## src/rtl/flt_sig_pkg.sv

```systemverilog
package flt_sig_pkg;

    typedef enum logic [1:0] {
        ENC_DUAL = 2'b00,
        ENC_TSW  = 2'b01,
        ENC_BIST = 2'b10,
        ENC_RSVD = 2'b11
    } enc_mode_e;

    typedef enum logic {
        PH_LOW  = 1'b0,
        PH_HIGH = 1'b1
    } phase_e;

    localparam logic [1:0] TST_BLANK_CODE = 2'b01;

endpackage

```

## src/rtl/flt_sig_prescaler.sv

```systemverilog
module flt_sig_prescaler #(
    parameter int FIX_DIV = 4096,
    parameter int PRE_W   = 6
) (
    input  logic             clk,
    input  logic             rst_n,
    input  logic [PRE_W-1:0] presc,
    output logic             tick
);
    localparam int CNT_W = $clog2(FIX_DIV * (2 ** PRE_W));
    localparam int LW    = CNT_W + 1;

    logic [CNT_W-1:0] cnt_q;
    logic [LW-1:0]    lim;
    logic [LW-1:0]    cnt_inc;

    assign lim     = LW'(FIX_DIV) * (LW'(presc) + LW'(1));
    assign cnt_inc = {1'b0, cnt_q} + LW'(1);
    assign tick    = (cnt_inc >= lim);

    always_ff @(posedge clk or negedge rst_n) begin
        if (!rst_n) begin
            cnt_q <= '0;
        end else if (tick) begin
            cnt_q <= '0;
        end else begin
            cnt_q <= cnt_inc[CNT_W-1:0];
        end
    end

    AST_TICK_SPACED: assert property (@(posedge clk) disable iff (!rst_n)
        (tick && lim > LW'(1)) |=> !tick) else $error("tick repeated");

    AST_RESET_CNT: assert property (@(posedge clk)
        !rst_n |-> cnt_q == '0) else $error("counter not cleared");

endmodule

```

## src/rtl/flt_sig_phase.sv

```systemverilog
module flt_sig_phase
    import flt_sig_pkg::*;
(
    input  logic   clk,
    input  logic   rst_n,
    input  logic   tick,
    output phase_e phase
);
    phase_e state_q, state_d;

    always_ff @(posedge clk or negedge rst_n) begin
        if (!rst_n) begin
            state_q <= PH_LOW;
        end else begin
            state_q <= state_d;
        end
    end

    always_comb begin
        state_d = state_q;
        unique case (state_q)
            PH_LOW:  if (tick) state_d = PH_HIGH;
            PH_HIGH: if (tick) state_d = PH_LOW;
        endcase
    end

    assign phase = state_q;

    AST_PHASE_FLIP: assert property (@(posedge clk) disable iff (!rst_n)
        tick |=> state_q != $past(state_q)) else $error("phase did not flip");

    AST_PHASE_HOLD: assert property (@(posedge clk) disable iff (!rst_n)
        !tick |=> $stable(state_q)) else $error("phase moved without tick");

    AST_PHASE_RESET: assert property (@(posedge clk)
        !rst_n |-> state_q == PH_LOW) else $error("phase not reset");

endmodule

```

## src/rtl/flt_sig_encoder.sv

```systemverilog
module flt_sig_encoder
    import flt_sig_pkg::*;
(
    input  enc_mode_e  mode,
    input  logic       fault,
    input  phase_e     phase,
    input  logic       blank,
    output logic [1:0] raw
);
    logic ph;
    assign ph = (phase == PH_HIGH);

    always_comb begin
        raw = 2'b00;
        if (!blank) begin
            unique case (mode)
                ENC_TSW: begin
                    if (fault) raw = 2'b10;
                    else       raw = {~ph, ph};
                end
                ENC_BIST: begin
                    if (fault) raw = 2'b10;
                    else       raw = 2'b01;
                end
                ENC_DUAL, ENC_RSVD: begin
                    if (fault) raw = {ph, ph};
                    else       raw = {~ph, ph};
                end
            endcase
        end
    end

endmodule

```

## src/rtl/flt_sig_out.sv

```systemverilog
module flt_sig_out
    import flt_sig_pkg::*;
#(
    parameter int FIX_DIV = 4096,
    parameter int PRE_W   = 6
) (
    input  logic             clk,
    input  logic             rst_n,
    input  logic             fault_active,
    input  logic [1:0]       mode_sel,
    input  logic [1:0]       pol_sel,
    input  logic [PRE_W-1:0] presc_val,
    input  logic [1:0]       test_sel,
    output logic             sig_out0,
    output logic             sig_out1
);
    localparam int NPIN = 2;

    logic       tick;
    phase_e     phase;
    logic       blank;
    logic [1:0] raw;
    logic [NPIN-1:0] pins;

    assign blank = (test_sel == TST_BLANK_CODE);

    flt_sig_prescaler #(.FIX_DIV(FIX_DIV), .PRE_W(PRE_W)) u_presc (
        .clk   (clk),
        .rst_n (rst_n),
        .presc (presc_val),
        .tick  (tick)
    );

    flt_sig_phase u_phase (
        .clk   (clk),
        .rst_n (rst_n),
        .tick  (tick),
        .phase (phase)
    );

    flt_sig_encoder u_enc (
        .mode  (enc_mode_e'(mode_sel)),
        .fault (fault_active),
        .phase (phase),
        .blank (blank),
        .raw   (raw)
    );

    for (genvar g = 0; g < NPIN; g++) begin : g_pol
        assign pins[g] = raw[g] ^ pol_sel[g];
    end

    assign sig_out0 = pins[0];
    assign sig_out1 = pins[1];

    AST_BLANK_LEVEL: assert property (@(posedge clk) disable iff (!rst_n)
        (test_sel == 2'b01) |-> ({sig_out1, sig_out0} == pol_sel)) else $error("blank");

    AST_BIST_LEVEL: assert property (@(posedge clk) disable iff (!rst_n)
        (mode_sel == 2'b10 && test_sel != 2'b01) |->
        ((sig_out0 ^ pol_sel[0]) == !fault_active && (sig_out1 ^ pol_sel[1]) == fault_active))
        else $error("bistable");

    AST_DUAL_SPLIT: assert property (@(posedge clk) disable iff (!rst_n)
        (mode_sel != 2'b01 && mode_sel != 2'b10 && !fault_active && test_sel != 2'b01) |->
        ((sig_out0 ^ pol_sel[0]) != (sig_out1 ^ pol_sel[1]))) else $error("dual split");

    AST_TSW_FROZEN: assert property (@(posedge clk) disable iff (!rst_n)
        (mode_sel == 2'b01 && fault_active && test_sel != 2'b01) |->
        (!(sig_out0 ^ pol_sel[0]) && (sig_out1 ^ pol_sel[1]))) else $error("tsw fault");

endmodule

```

## config.mk

```make
export PLATFORM = sky130hd
export DESIGN_NAME = flt_sig_out
export DESIGN_NICKNAME = d
export VERILOG_FILES = /design/src/rtl/flt_sig_pkg.sv /design/src/rtl/flt_sig_prescaler.sv /design/src/rtl/flt_sig_phase.sv /design/src/rtl/flt_sig_encoder.sv /design/src/rtl/flt_sig_out.sv
export SDC_FILE = /design/constraint.sdc
export NUM_CORES = 1
export LEC_CHECK = 0
export ABC_AREA = 0
export BUFFER_PORTS_ARGS = -buffer_cell sky130_fd_sc_hd__buf_2
export CORE_MARGIN = 1
export CORE_UTILIZATION = 57
export DETAILED_ROUTE_END_ITERATION = 16
export GPL_TIMING_DRIVEN = 0
export PLACE_DENSITY = 0.82
export SETUP_SLACK_MARGIN = 0.05
export SLEW_MARGIN = 30
export SYNTH_ARGS = -nofsm -noshare
export SYNTH_HDL_FRONTEND = slang
export SYNTH_SLANG_ARGS = --single-unit
```

## constraint.sdc

```tcl
create_clock -name clk -period 3.82 [get_ports clk]
set_input_delay 0.382 -clock clk [delete_from_list [all_inputs] [get_ports clk]]
set_output_delay 0.382 -clock clk [all_outputs]
set_load 0.05 [all_outputs]
```

==> results.cfg <==
[logic_synthesis]
synth.distinct_cells = 31
syn_area_per_cell_um2 = 9.065
yosysWarnings = 0
synthesis.nets = 179
ys_seq_elements = 19
ys_seq_area_share_pct = 34.73
syn-instance-count = 151
syn_area_mm2 = 0.001369

[routing]
drt-total-wl_um = 2779
routed-via-count = 1134
routed_via_density = 5.698
drt_iter0_drc = 25
wl_per_cell_um = 13.96
drc = 0
firstDrtPassIters = 4
ant_nets = 0

[clock_tree]
htreeDepth = 1
cts_max_path_buffers = 2
clock-sinks = 19
cts_setup_buffers = 0
cts-root-buf = clkbuf_4
hold_buffers = 0
ctsResizeCount = 0
cts_tree = built
cts_buffers = 3
clk_pin_slew_ps = 110
worstSkewPairLatency_ps = 300

[worst_setup_path]
cpMostUsedCell = nand3_1
worstPathMaxFanout = 9
crit_chain = ha_1 -> nand3_1 -> nor2_1 -> nand4_1 -> nor2_1 -> xor2_1 -> ha_1 -> nand3_1 -> nor3_1 -> and3_1 -> nand3_1 -> o31ai_4 -> xor2_1
cp-start-kind = flip-flop
crit_type = flip-flop to flip-flop
cp_data_required_time_ps = 3980
cp_data_arrival_time_ps = 3490
end_kind = flip-flop
cp_slowest_cell = o31ai_4
critPathMaxStageDelay_ps = 510

[timing]
fin_crit_ps = 3324
fin_skew_ps = 6.088
drv_slew = 0
finalSetupViolations = 0
hold_viol = 0
slew_headroom_pct = 67.56
holdWs_ps = 4.504
clock.fmax_mhz = 300.8
rsz0062_at_grt = false
fin_crit_sh_pct = 87.02
tightest_slew_ps = 486.7
final.setup.tns_ps = 0

[grt]
grt_pass1_wl_um = 4830
grt_pass1_vias = 1192
grt_overflow = 0
track_usage_pct = 25.17
grt_max_degree = 20
gr-usage-met1_pct = 28.63
grt-busiest-layer = met2
antenna_found_initial = 0
grt_use_met3_pct = 3.571
grt_use_met2_pct = 46.71

[pwr]
p_seq_share_pct = 48.1
p_leak_nw = 0.7401
p_int_mw = 0.4304
p_switching_mw = 0.2990
cellPowerDensity_mw_per_mm2 = 483.0
power_mw = 0.7294
combPwrFrac_pct = 37.8
switching_share_pct = 40.99
irDropWorstVdd_mv = 0.3796
pwr-share-clk_pct = 14.1

[placed_design]
place_area_mm2 = 0.001484
port_buffers = 16
hpwl_um = 2187
gp_congestion = 0.8140

[final_layout]
fin_nets = 200
antenna_cells = 0
area_growth_pct = 10.33
final_cell_area_mm2 = 0.001510
final_common_cell = dfrtp_1
nFillCells = 190
final_cell_mix = dfrtp_1, nor2_1, buf_2
drive_gt1_share_pct = 14.62

[floorplan]
pin_count = 17
die_h_um = 51.01
core_mm2 = 0.002233
start_util_pct = 61.29
num_rows = 17
die_area_mm2 = 0.002602
die_w_um = 51.01

[hold_path]
hold_path_class = primary input to async pin

[run]
drv_cap = 0

[status]
outcome = finished clean
stage by stage:
step / worst slack [ps] / util [%] / instances
2_1_floorplan: 1099 / - / 151
3_3_place_gp: 620.3 / 66.44 / 195
3_5_place_dp: 564.5 / 66.44 / 195
4_1_cts: 540.4 / 67.62 / 199
5_1_grt: 286.5 / 67.62 / 199
6_report: 495.8 / 67.62 / 199
cell families after synthesis:
logic type | Yosys count | synth area share, %
AOI/OAI and AO/OA | 14 | 7.770
xor gates and xnor gates | 25 | 16.54
adders and majority gates | 13 | 11.88
buffers and inverters | 10 | 2.742
DFF | 19 | 34.74
muxes | 1 | 0.7313
and+or+nand+nor | 69 | 25.59
sequential cells by signal (all words and copies together) (netlist names):
register / count
u_presc.cnt_q: 18
u_phase.phase: 1
layout make-up:
type	instances	area (um^2)	share of cell area, %
Tap cell	28	35.03	2.320
Clock buffer	4	26.28	1.740
Buffer	1	3.754	0.2485
Timing Repair Buffer	16	80.08	5.302
Multi-Input combinational cell	122	855.8	56.67
Inverter	9	33.78	2.237
Sequential cell	19	475.5	31.48
final timing paths:
| kind | startpoint | to | slack [ps] | cells past startpoint |
|---|---|---|---|---|
| min reg2reg | u_presc.cnt_q[0] | u_presc.cnt_q[0] | 540 | 1 |
| max | u_presc.cnt_q[0] | u_phase.phase | 500 | 13 |
| max reg2reg | u_presc.cnt_q[0] | u_phase.phase | 500 | 13 |
| min in group clk | u_presc.cnt_q[0] | u_presc.cnt_q[0] | 540 | 1 |
| min | rst_n | u_presc.cnt_q[17] | 5 | 1 |
| max in group asynchronous | rst_n | u_presc.cnt_q[8] | 3510 | 1 |
power groups by stage:
stage,Sequential (mW),Combinational (mW),Clock (mW)
6_report,0.351,0.276,0.103
5_1_grt,0.358,0.313,0.114
4_1_cts,0.348,0.277,0.106
3_5_place_dp,0.352,0.275,0
3_3_place_gp,0.345,0.261,0
2_1_floorplan,0.333,0.219,0
synthesized netlist by cell type, drive strengths merged:
master   n  area (um^2)
nor2b    6        37.54
a221oi   1        8.760
mux2i    1        10.01
nand4    2        12.51
nand2b   1        6.260
o31ai    1        21.27
nor2    18        67.56
or2      2        12.51
nand2   12        45.04
o21ai    3        15.01
inv      9        33.78
o21a     1        7.510
a211oi   2        15.01
a22oi    1        7.510
or3      1        6.260
and4     2        22.52
and3     7        43.79
o22ai    1        6.260
nor3b    1        7.510
a21oi    2        10.01
dfrtp   19        475.5
clkbuf   1        3.750
ha      13        162.7
o22a     1        8.760
nor3     5        25.02
a31oi    1        6.260
xor2    13        113.9
nand3   11        55.05
xnor2   12        112.6
or3b     1        8.760
per-layer routing:
layer,routed length [um],share of wire (%),vias up
met4,52,1.9,0
met1,1234,44,554
met2,1432,52,18
met5,0,0,-
met3,60,2.2,7
li1,-,-,555
critical path, delay by kind of cell (launching register included):
kind	cells	cell delay [ps]
simple gates	8	1390
fa+ha+maj	2	610
compound gates	1	510
flops	1	430
xor+xnor	2	220
No activity file was read; power rests on OpenSTA's default activity.
